$ cat config.mk
export PLATFORM = sky130hd
export DESIGN_NAME = fifo_dma_ctl
export DESIGN_NICKNAME = d
export VERILOG_FILES = /design/src/rtl/fifo_dma_pkg.sv /design/src/rtl/byte_fifo.sv /design/src/rtl/req_ctl.sv /design/src/rtl/fifo_dma_ctl.sv
export SDC_FILE = /design/constraint.sdc
export NUM_CORES = 1
export LEC_CHECK = 0
export ABC_AREA = 1
export BUFFER_PORTS_ARGS = -buffer_cell sky130_fd_sc_hd__buf_4
export CAP_MARGIN = 10
export CORE_UTILIZATION = 30
export CTS_BUF_LIST = sky130_fd_sc_hd__clkbuf_8
export DETAILED_ROUTE_END_ITERATION = 10
export GPL_ROUTABILITY_DRIVEN = 0
export GPL_TIMING_DRIVEN = 0
export REMOVE_ABC_BUFFERS = 1
export SETUP_SLACK_MARGIN = 0.5
export SLEW_MARGIN = 15
export SYNTH_ARGS = -nofsm -noshare
export SYNTH_HDL_FRONTEND = slang
export SYNTH_HIERARCHICAL = 1
export SYNTH_SLANG_ARGS = --single-unit
$ cat constraint.sdc
create_clock -name clk -period 3.2 [get_ports clk]
set_clock_uncertainty 0.15 [all_clocks]
set_input_delay 0.16 -clock clk [delete_from_list [all_inputs] [get_ports clk]]
set_output_delay 0.16 -clock clk [all_outputs]
set_load 0.03 [all_outputs]
$ cat src/rtl/fifo_dma_pkg.sv
package fifo_dma_pkg;

    typedef enum logic [1:0] {
        FS_EMPTY = 2'd0,
        FS_PART  = 2'd1,
        FS_FULL  = 2'd2
    } fill_state_e;

    typedef enum logic [1:0] {
        RQ_OFF    = 2'd0,
        RQ_WAIT   = 2'd1,
        RQ_ASSERT = 2'd2
    } req_state_e;

    typedef enum logic {
        DIR_TX = 1'b0,
        DIR_RX = 1'b1
    } dir_e;

endpackage

$ cat src/rtl/byte_fifo.sv
module byte_fifo
    import fifo_dma_pkg::*;
#(
    parameter int DEPTH = 32,
    parameter int WIDTH = 8,
    localparam int AW = (DEPTH > 1) ? $clog2(DEPTH) : 1,
    localparam int LW = $clog2(DEPTH + 1)
) (
    input  logic             clk,
    input  logic             rst_n,
    input  logic             flush,
    input  logic             push,
    input  logic [WIDTH-1:0] push_data,
    input  logic             pop,
    output logic [WIDTH-1:0] pop_data,
    output logic [LW-1:0]    level,
    output logic [LW-1:0]    level_nxt,
    output logic             ovf,
    output logic             unf
);

    fill_state_e      fill_q, fill_d;
    logic [AW-1:0]    wr_ptr, rd_ptr;
    logic [LW-1:0]    count_q;
    logic [WIDTH-1:0] mem [DEPTH];
    logic             is_empty, is_full, push_ok, pop_ok;

    assign is_empty = (fill_q == FS_EMPTY);
    assign is_full  = (fill_q == FS_FULL);
    assign push_ok  = push && !is_full && !flush;
    assign pop_ok   = pop && !is_empty && !flush;

    // occupancy state transitions
    always_comb begin
        fill_d = fill_q;
        unique case (fill_q)
            FS_EMPTY: begin
                if (push_ok) fill_d = (DEPTH == 1) ? FS_FULL : FS_PART;
            end
            FS_PART: begin
                if (flush)
                    fill_d = FS_EMPTY;
                else if (push_ok && !pop_ok && count_q == LW'(DEPTH - 1))
                    fill_d = FS_FULL;
                else if (pop_ok && !push_ok && count_q == LW'(1))
                    fill_d = FS_EMPTY;
            end
            FS_FULL: begin
                if (flush)
                    fill_d = FS_EMPTY;
                else if (pop_ok && !push_ok)
                    fill_d = (DEPTH == 1) ? FS_EMPTY : FS_PART;
            end
            default: fill_d = FS_EMPTY;
        endcase
    end

    always_ff @(posedge clk or negedge rst_n) begin
        if (!rst_n) fill_q <= FS_EMPTY;
        else        fill_q <= fill_d;
    end

    // occupancy count
    always_comb begin
        unique case ({flush, push_ok, pop_ok})
            3'b010:  level_nxt = count_q + LW'(1);
            3'b001:  level_nxt = count_q - LW'(1);
            3'b000, 3'b011: level_nxt = count_q;
            default: level_nxt = '0;
        endcase
    end

    always_ff @(posedge clk or negedge rst_n) begin
        if (!rst_n) count_q <= '0;
        else        count_q <= level_nxt;
    end

    // pointers
    always_ff @(posedge clk or negedge rst_n) begin
        if (!rst_n) begin
            wr_ptr <= '0;
            rd_ptr <= '0;
        end else if (flush) begin
            wr_ptr <= '0;
            rd_ptr <= '0;
        end else begin
            if (push_ok) wr_ptr <= (wr_ptr == AW'(DEPTH - 1)) ? '0 : wr_ptr + AW'(1);
            if (pop_ok)  rd_ptr <= (rd_ptr == AW'(DEPTH - 1)) ? '0 : rd_ptr + AW'(1);
        end
    end

    always_ff @(posedge clk) begin
        if (push_ok) mem[wr_ptr] <= push_data;
    end

    // sticky error flags
    always_ff @(posedge clk or negedge rst_n) begin
        if (!rst_n) begin
            ovf <= 1'b0;
            unf <= 1'b0;
        end else if (flush) begin
            ovf <= 1'b0;
            unf <= 1'b0;
        end else begin
            if (push && is_full)  ovf <= 1'b1;
            if (pop && is_empty)  unf <= 1'b1;
        end
    end

    assign pop_data = mem[rd_ptr];
    assign level    = count_q;

    p_level_bound_r6: assert property (@(posedge clk) disable iff (!rst_n)
        level <= LW'(DEPTH));
    p_state_count_r6: assert property (@(posedge clk) disable iff (!rst_n)
        (fill_q == FS_EMPTY) == (count_q == '0));
    p_flush_clears_r3: assert property (@(posedge clk) disable iff (!rst_n)
        flush |=> (level == '0 && !ovf && !unf));
    p_full_push_r8: assert property (@(posedge clk) disable iff (!rst_n)
        (push && is_full && !pop && !flush) |=> ($stable(level) && ovf));
    p_empty_pop_r9: assert property (@(posedge clk) disable iff (!rst_n)
        (pop && is_empty && !push && !flush) |=> (level == '0 && unf));
    p_push_pop_r11: assert property (@(posedge clk) disable iff (!rst_n)
        (push && pop && !is_empty && !is_full && !flush) |=> $stable(level));

endmodule

$ cat src/rtl/req_ctl.sv
module req_ctl
    import fifo_dma_pkg::*;
#(
    parameter dir_e DIR = DIR_TX,
    parameter int   LW  = 6
) (
    input  logic          clk,
    input  logic          rst_n,
    input  logic          dma_en,
    input  logic          flush,
    input  logic [LW-1:0] thresh,
    input  logic [LW-1:0] level,
    input  logic [LW-1:0] level_nxt,
    output logic          hit,
    output logic          req
);

    req_state_e state_q, state_d;
    logic       cond_nxt;

    generate
        if (DIR == DIR_TX) begin : g_low_water
            assign hit      = (level < thresh);
            assign cond_nxt = (level_nxt < thresh);
            p_tx_req_r1: assert property (@(posedge clk) disable iff (!rst_n)
                (dma_en && !flush) |=> (req == (level < $past(thresh))));
        end else begin : g_high_water
            assign hit      = (level > thresh);
            assign cond_nxt = (level_nxt > thresh);
            p_rx_req_r2: assert property (@(posedge clk) disable iff (!rst_n)
                (dma_en && !flush) |=> (req == (level > $past(thresh))));
        end
    endgenerate

    // request state transitions
    always_comb begin
        state_d = state_q;
        unique case (state_q)
            RQ_OFF, RQ_WAIT, RQ_ASSERT: begin
                if (!dma_en)       state_d = RQ_OFF;
                else if (flush)    state_d = RQ_WAIT;
                else if (cond_nxt) state_d = RQ_ASSERT;
                else               state_d = RQ_WAIT;
            end
            default: state_d = RQ_OFF;
        endcase
    end

    always_ff @(posedge clk or negedge rst_n) begin
        if (!rst_n) state_q <= RQ_OFF;
        else        state_q <= state_d;
    end

    always_comb begin
        unique case (state_q)
            RQ_ASSERT: req = 1'b1;
            default:   req = 1'b0;
        endcase
    end

    p_dma_off_r4: assert property (@(posedge clk) disable iff (!rst_n)
        !dma_en |=> !req);
    p_flush_cancel_r3: assert property (@(posedge clk) disable iff (!rst_n)
        flush |=> !req);

endmodule

$ cat src/rtl/fifo_dma_ctl.sv
module fifo_dma_ctl
    import fifo_dma_pkg::*;
#(
    parameter int DEPTH = 32,
    parameter int WIDTH = 8,
    localparam int LW = $clog2(DEPTH + 1)
) (
    input  logic             clk,
    input  logic             rst_n,
    input  logic             tx_fifo_en,
    input  logic             tx_dma_en,
    input  logic             tx_flush,
    input  logic [LW-1:0]    tx_thresh,
    input  logic             rx_fifo_en,
    input  logic             rx_dma_en,
    input  logic             rx_flush,
    input  logic [LW-1:0]    rx_thresh,
    input  logic             bus_tx_push,
    input  logic [WIDTH-1:0] bus_tx_data,
    input  logic             ser_tx_pop,
    output logic [WIDTH-1:0] ser_tx_data,
    input  logic             ser_rx_push,
    input  logic [WIDTH-1:0] ser_rx_data,
    input  logic             bus_rx_pop,
    output logic [WIDTH-1:0] bus_rx_data,
    output logic [LW-1:0]    tx_level,
    output logic [LW-1:0]    rx_level,
    output logic             tx_hit,
    output logic             rx_hit,
    output logic             tx_dma_req,
    output logic             rx_dma_req,
    output logic             tx_ovf,
    output logic             tx_unf,
    output logic             rx_ovf,
    output logic             rx_unf
);

    logic [LW-1:0] tx_level_nxt, rx_level_nxt;
    logic          tx_pop_gated, rx_push_gated;

    // serial side only acts while its queue is enabled
    assign tx_pop_gated  = ser_tx_pop && tx_fifo_en;
    assign rx_push_gated = ser_rx_push && rx_fifo_en;

    byte_fifo #(.DEPTH(DEPTH), .WIDTH(WIDTH)) u_tx_fifo (
        .clk       (clk),
        .rst_n     (rst_n),
        .flush     (tx_flush),
        .push      (bus_tx_push),
        .push_data (bus_tx_data),
        .pop       (tx_pop_gated),
        .pop_data  (ser_tx_data),
        .level     (tx_level),
        .level_nxt (tx_level_nxt),
        .ovf       (tx_ovf),
        .unf       (tx_unf)
    );

    byte_fifo #(.DEPTH(DEPTH), .WIDTH(WIDTH)) u_rx_fifo (
        .clk       (clk),
        .rst_n     (rst_n),
        .flush     (rx_flush),
        .push      (rx_push_gated),
        .push_data (ser_rx_data),
        .pop       (bus_rx_pop),
        .pop_data  (bus_rx_data),
        .level     (rx_level),
        .level_nxt (rx_level_nxt),
        .ovf       (rx_ovf),
        .unf       (rx_unf)
    );

    req_ctl #(.DIR(DIR_TX), .LW(LW)) u_tx_req (
        .clk       (clk),
        .rst_n     (rst_n),
        .dma_en    (tx_dma_en),
        .flush     (tx_flush),
        .thresh    (tx_thresh),
        .level     (tx_level),
        .level_nxt (tx_level_nxt),
        .hit       (tx_hit),
        .req       (tx_dma_req)
    );

    req_ctl #(.DIR(DIR_RX), .LW(LW)) u_rx_req (
        .clk       (clk),
        .rst_n     (rst_n),
        .dma_en    (rx_dma_en),
        .flush     (rx_flush),
        .thresh    (rx_thresh),
        .level     (rx_level),
        .level_nxt (rx_level_nxt),
        .hit       (rx_hit),
        .req       (rx_dma_req)
    );

    p_tx_serial_gate_r5: assert property (@(posedge clk) disable iff (!rst_n)
        (!tx_fifo_en && !bus_tx_push && !tx_flush) |=> ($stable(tx_level) && $stable(ser_tx_data)));
    p_rx_serial_gate_r5: assert property (@(posedge clk) disable iff (!rst_n)
        (!rx_fifo_en && !bus_rx_pop && !rx_flush) |=> $stable(rx_level));

endmodule

* After elaboration in Yosys (flattened, before gate mapping)
Memory sizes are Yosys's and may differ from the RTL's. Index checks and enable logic that the tools add are counted. Widths: inputs -> output; s select.
Word-level totals: latch bits 0, RAM bits 512, logic and storage cells 158, flip-flop bits (word level) 44, output and inout port bits 36, bits of input ports 40, memory bits (read-only) 0, memories kept 2
Memories:
- u_rx_fifo.mem | depth 32, width 8, rd ports 1, clocked after memory_dff 0, write ports 1, RTL line byte_fifo.sv:25 | logic [WIDTH-1:0] mem [DEPTH];
- u_tx_fifo.mem | depth 32, width 8, rd ports 1, clocked after memory_dff 0, write ports 1, RTL line byte_fifo.sv:25
Cells by class: eq/ne operators 28, reduce and logical (&&, ||, !) cells 52, bitwise operators 0, shift operators 0, div/mod/pow operators 0, multiplexer cells 50, magnitude comparators 4, add/sub/neg operators 8, multipliers 0
Operators by type and width (count):
- $mux 5 | 12
- $mux 2 | 20
- $pmux 6 s3 | 2
- $logic_and 1x1->1 | 22
- $add 5x1->5 const B | 4
- $eq 5x5->1 const B | 4
- $reduce_bool 2->1 | 8
- $mux 1 | 14
- $add 6x1->6 const B | 2
- $eq 3x2->1 const B | 4
- $eq 6x1->1 const B | 2
- $eq 6x5->1 const B | 2
- $gt 6x6->1 | 2
- $lt 6x6->1 | 2
- $pmux 2 s3 | 2
- $sub 6x1->6 const B | 2
- $logic_not 1->1 | 10
- $eq 2x1->1 const B | 4
- $eq 2x2->1 const B | 4
- $logic_not 2->1 | 4
- $ne 4x2->1 const B | 2
- $eq 3x1->1 const B | 2
- $logic_not 3->1 | 2
- $ne 3x3->1 const B | 2
- other kinds (4) | 8

* Longest topological paths before layout
depth in word-level cells 12, mapped depth 18

* Cells and area by module
The synthesis kept the hierarchy.
Modules (own cells, without submodules):
- byte_fifo (u_tx_fifo) | sequential area each 8187.9 um^2, cells an instance 1053, area each 11658.7 um^2, times used 1
- byte_fifo (u_rx_fifo) | sequential area each 8187.9 um^2, cells an instance 1054, area each 11598.6 um^2, times used 1
- req_ctl (u_rx_req) | sequential area each 50.0 um^2, cells an instance 62, area each 406.6 um^2, times used 1
- req_ctl (u_tx_req) | sequential area each 50.0 um^2, cells an instance 54, area each 346.6 um^2, times used 1
- fifo_dma_ctl | sequential area each 0.0 um^2, cells an instance 4, area each 15.0 um^2, times used 1

* Worst setup path before layout
OpenSTA, ideal clock, no wires.
path type reg2reg, start point reg u_rx_fifo.count_q[0], in the netlist u_rx_fifo/level[0], end point reg u_rx_req.state_q[0], path slack 0.976 ns, required time 2.923 ns, library setup time 0.127 ns, arrival time 1.947 ns, cell stages (with the launch flop) 12, path through dfrtp_1 -> inv_1 -> ha_1 -> inv_1 -> nor3_1 -> o21ai_0 -> o211ai_1 -> ha_1 -> nand2_2 -> nor2_2 -> a21oi_1 -> a21oi_1
On the way: word-level cells in the longest chain between the ends 7, elaborated cells on any way between the ends 8, classes of those cells add/sub (2); order compare (1); mux (5)
RTL lines:
- from (decl) | RTL line byte_fifo.sv:24 | logic [LW-1:0] count_q;
- from (signal assigned) | RTL line byte_fifo.sv:75 | else count_q <= level_nxt;
- $sub 6x1->6 / $add 6x1->6 (equally long branches) | RTL line byte_fifo.sv:67, byte_fifo.sv:66
- $pmux 6 s3 * | RTL line byte_fifo.sv:65 | unique case ({flush, push_ok, pop_ok})
- via rx_level_nxt[4] | RTL line fifo_dma_ctl.sv:38 | logic [LW-1:0] tx_level_nxt, rx_level_nxt;
- $gt 6x6->1 * | RTL line req_ctl.sv:29 | assign cond_nxt = (level_nxt > thresh);
- $mux 2 * | RTL line req_ctl.sv:42 | else if (cond_nxt) state_d = RQ_ASSERT;
- $mux 2 * | RTL line req_ctl.sv:41 | else if (flush) state_d = RQ_WAIT;
- $mux 2 * | RTL line req_ctl.sv:40 | if (!dma_en) state_d = RQ_OFF;
- $mux 2 * | RTL line req_ctl.sv:38 | unique case (state_q)
- via u_rx_req.state_d[0] | RTL line req_ctl.sv:18 | req_state_e state_q, state_d;
- to (signal assigned) | RTL line req_ctl.sv:51 | else state_q <= state_d;
- to (decl) | RTL line req_ctl.sv:18
The timed path passes the listed nets; every way through them passes the cells marked *. A chain may end at the register's enable or synchronous reset.

* Worst setup path after layout
start point reg u_rx_fifo.rd_ptr[0], end point out bus_rx_data[0]
On the way: word-level cells in the longest chain between the ends 1
RTL lines:
- from (decl) | RTL line byte_fifo.sv:23 | logic [AW-1:0] wr_ptr, rd_ptr;
- from (signal assigned) | RTL line byte_fifo.sv:88 | if (pop_ok) rd_ptr <= (rd_ptr == AW'(DEPTH - 1)) ? '0 : rd_ptr + AW'(1);
- $mem_v2 32x8
- to (decl) | RTL line fifo_dma_ctl.sv:25 | output logic [WIDTH-1:0] bus_rx_data,
No other way between the ends.

==> key figures <==
Synth
  • Synth Register Bits: 556
  • Cell count after synthesis: ~2200
  • Yosys top cell area share: 0.640
  • Mapped cell area: 24000 µm²
  • Ranking of synthesized cells by area: edfxtp_1 64%, nand2_1 13%, nand3_1 6.6%, dfrtp_1 4.6%, ha_1 2.2%
  • Sequential fraction of the synthesis area: 0.686
  • Area leader, netlist: edfxtp_1
  • Mapped Avg Cell Area: 10.8 µm²
  • Cell variety after synth: 32
  • Synth warn: 6

Route
  • Remaining routing DRC violations: 0
  • Routed WL per cell: ~19 µm
  • Via Count: around 17000
  • Initial DRC count: about 1500
  • Drt via density: around 4.8
  • Final WL: 67100 µm
  • Post-route ant nets: 0
  • DRT Pass-1 Iters: 6

Flow run
  • Max-cap violations: 0

Outcome
  • Status: complete, no violations

Finish
  • Post-layout util: 0.381
  • Area Overhead vs Synth: 25.6%
  • Share of cells above drive strength 1: 0.198
  • Fill cells: 7642
  • Nets: roughly 2500

Worst setup path
  • CP Max Fanout: 7
  • Class of the most critical setup path: reg -> out
  • Startpoint Class: register
  • Crit path DAT: 2480 ps
  • Worst Path Required: between 2000 and 3000 ps
  • Crit. End Element: primary output

Timing
  • Slew at the pin closest to its max-slew limit: 882 ps
  • Minimum clock period: about 2800 ps
  • Final hold vios: 0
  • Unrepaired setup endpoints after global routing: true
  • Max-slew headroom: 0.410
  • Fmax: 359 MHz
  • Period utilization: 0.870
  • Setup violations, final: 0
  • Slew Viols, Final: 0

Pwr
  • Worst vdd ir: 0.256 mV
  • Tot Pwr: 17.9 mW
  • Net Sw Power: around 5.3 mW
  • Switching share of power: 0.296
  • Leak pwr: 11.6 nW
  • Internal power: about 13 mW
  • Pwr Density: 592 nW/µm²
  • Sequential share of power: 0.458
  • Clock power frac: 0.329
  • Logic pwr share: 0.213

Clock network
  • CTS HTree Levels: 3
  • CTS Buf Count: 88
  • Root buffer cell: clkbuf_8
  • CTS max path bufs: 3
  • CTS clk-pin slew, worst paths: ~60 ps
  • Clk_lat worst skew: 690 ps
  • TritonCTS clock tree: built
  • Clock Sink Count: 556

Floorplanning
  • Die area: 81200 µm²
  • Die Y: 285 µm
  • Area of the core: 79100 µm²
  • Die W: about 280 µm
  • Initial Util: 0.304
  • # IOs: 76
  • FP Rows: 103

Global route
  • First-pass GRT wire length: 98000 µm
  • Number of global-route vias before repair: 16300
  • Tot GR Track Use: 0.159
  • Initial antenna violation count: 1
  • Largest net degree at the start of global routing: 45
  • Grt ovf: 0

Hold path
  • Hold Crit Class: in -> reg

Placed design
  • IO Port Bufs: 75
  • HPWL Detailed: around 34000 µm
==> critical path: stages, from the launching register on <==
cell and delay [ps]:
dfrtp_4 540, buf_16 200, clkinv_16 90, buf_16 130
buf_8 130, nand2_1 50, nand3_1 80, nand3_2 100
nand2_4 110, nand3_2 80, nand2_2 110, buf_6 140
==> path summary, 6_finish.rpt <==
| path | from | end | slack (ps) | cells past startpoint |
|---|---|---|---|---|
| setup reg to reg | u_tx_fifo/fill_q[0] | u_tx_fifo/mem[9][2] | 550 | 6 |
| max in group asynchronous | rst_n | u_tx_fifo/rd_ptr[1] | 2230 | 4 |
| setup / recovery | u_rx_fifo/rd_ptr[0] | bus_rx_data[0] | 410 | 11 |
| hold reg to reg | u_rx_fifo/unf | u_rx_fifo/unf | 350 | 2 |
| min in group asynchronous | rst_n | u_rx_fifo/fill_q[1] | 380 | 4 |
| hold / removal | tx_flush | u_tx_fifo/unf | 80 | 3 |
==> power groups by stage <==
stage | registers [mW] | clock network [mW] | logic (mW)
after global routing | 8.19 | 6.32 | 4.08
after global placement | 8.55 | 0 | 2.47
after floorplan | 8.50 | 0 | 1.50
after CTS | 8.17 | 5.99 | 3.49
final | 8.18 | 5.88 | 3.81
after detailed placement | 8.38 | 0 | 2.59
==> metal layers <==
layer / GRT usage / part of all wire
met5: 0 / 0
met1: 0.206 / 0.41
met3: 0.0278 / 0.077
met4: 0.0620 / 0.023
met2: 0.265 / 0.49
==> registers in the layout, summed over array words and instances (netlist names) <==
signal            count
u_rx_fifo/mem       256
u_tx_fifo/mem       256
u_rx_fifo/level       6
u_tx_fifo/level       6
u_rx_fifo/rd_ptr      5
u_rx_fifo/wr_ptr      5
u_tx_fifo/rd_ptr      5
u_tx_fifo/wr_ptr      5
u_rx_fifo/fill_q      2
u_rx_req/state_q      2
u_tx_fifo/fill_q      2
u_tx_req/state_q      2
u_rx_fifo/ovf         1
u_rx_fifo/unf         1
u_tx_fifo/ovf         1
u_tx_fifo/unf         1
==> synthesized netlist by cell type <==
cell / number
nand2_1: 843
edfxtp_1: 512
nand3_1: 316
nor2_1: 115
a21oi_1: 77
inv_1: 70
buf_2: 53
dfrtp_1: 44
ha_1: 42
o21ai_0: 23
buf_4: 18
clkbuf_1: 16
buf_1: 12
inv_2: 10
o211ai_1: 8
o22ai_1: 8
nand4_1: 7
nor3_1: 7
xor2_1: 7
nand2_2: 6
nor2_2: 5
nor2_4: 4
xnor2_1: 4
clkinv_1: 3
nand3_2: 3
o21ai_1: 3
or2_2: 3
buf_6: 2
o21bai_1: 2
or2_1: 2
a21oi_2: 1
nand3b_1: 1
==> cell usage in the layout (no fill, tap or decap), types with 26 or more instances in the layout <==
cell type / instances
buf_16: 26
nand3_2: 74
nor2_2: 34
inv_1: 94
nand2_2: 37
a21oi_1: 59
dlygate4sd3_1: 42
clkbuf_8: 91
nand3_1: 238
ha_1: 42
buf_4: 91
edfxtp_1: 512
nor2_1: 85
nand2_1: 805
dfrtp_1: 36
==> metrics by stage <==
| stage | hold slack [ps] | setup slack (ps) | std cells | TNS, ps | area, µm² |
|---|---|---|---|---|---|
| after floorplan | -286 | -1520 | 2126 | -28640 | 23500 |
| after global placement | 78.9 | -5280 | 3251 | -108810 | 25400 |
| after detailed placement | 80.3 | -2.39 | 3258 | -2.39 | 25600 |
| after CTS | 24.5 | 429 | 3532 | 0 | 29300 |
| after global routing | 58.1 | 323 | 3552 | 0 | 30200 |
| final | 77.8 | 414 | 3553 | 0 | 30200 |
==> final cells by class <==
type	count	area, µm²	share of cell area
Sequential cell	556	16500	0.547
Multi-Input combinational cell	1489	7450	0.247
Timing Repair Buffer	207	2650	0.0877
Tap cell	1050	1310	0.0435
Clock buffer	91	1250	0.0415
Inverter	83	457	0.0151
Clock inverter	65	415	0.0138
Timing Repair inverter	10	133	0.00440
Antenna cell	2	5.00	0.000166
==> logic make-up after synthesis <==
kind of cell / Yosys count / share of synthesized area
adder cells (fa/ha/maj): 42 / 0.0219
XOR/XNOR: 11 / 0.00401
AO/OA/AOI/OAI: 122 / 0.0270
AND/OR/NAND/NOR: 1312 / 0.226
flip-flops: 556 / 0.686
buffers and inverters: 184 / 0.0349
==> what timing repair did <==
item                                    4_1_cts  5_1_grt
buffers inserted                             42        9
hold endpoints to repair                    598        0
endpoints found under the setup margin       16      290
gates cloned                                 33       10
pin swaps                                    34       52
hold buffers                                 43        0
resized for setup                           157      137
Power figures use the tool's default switching activity.
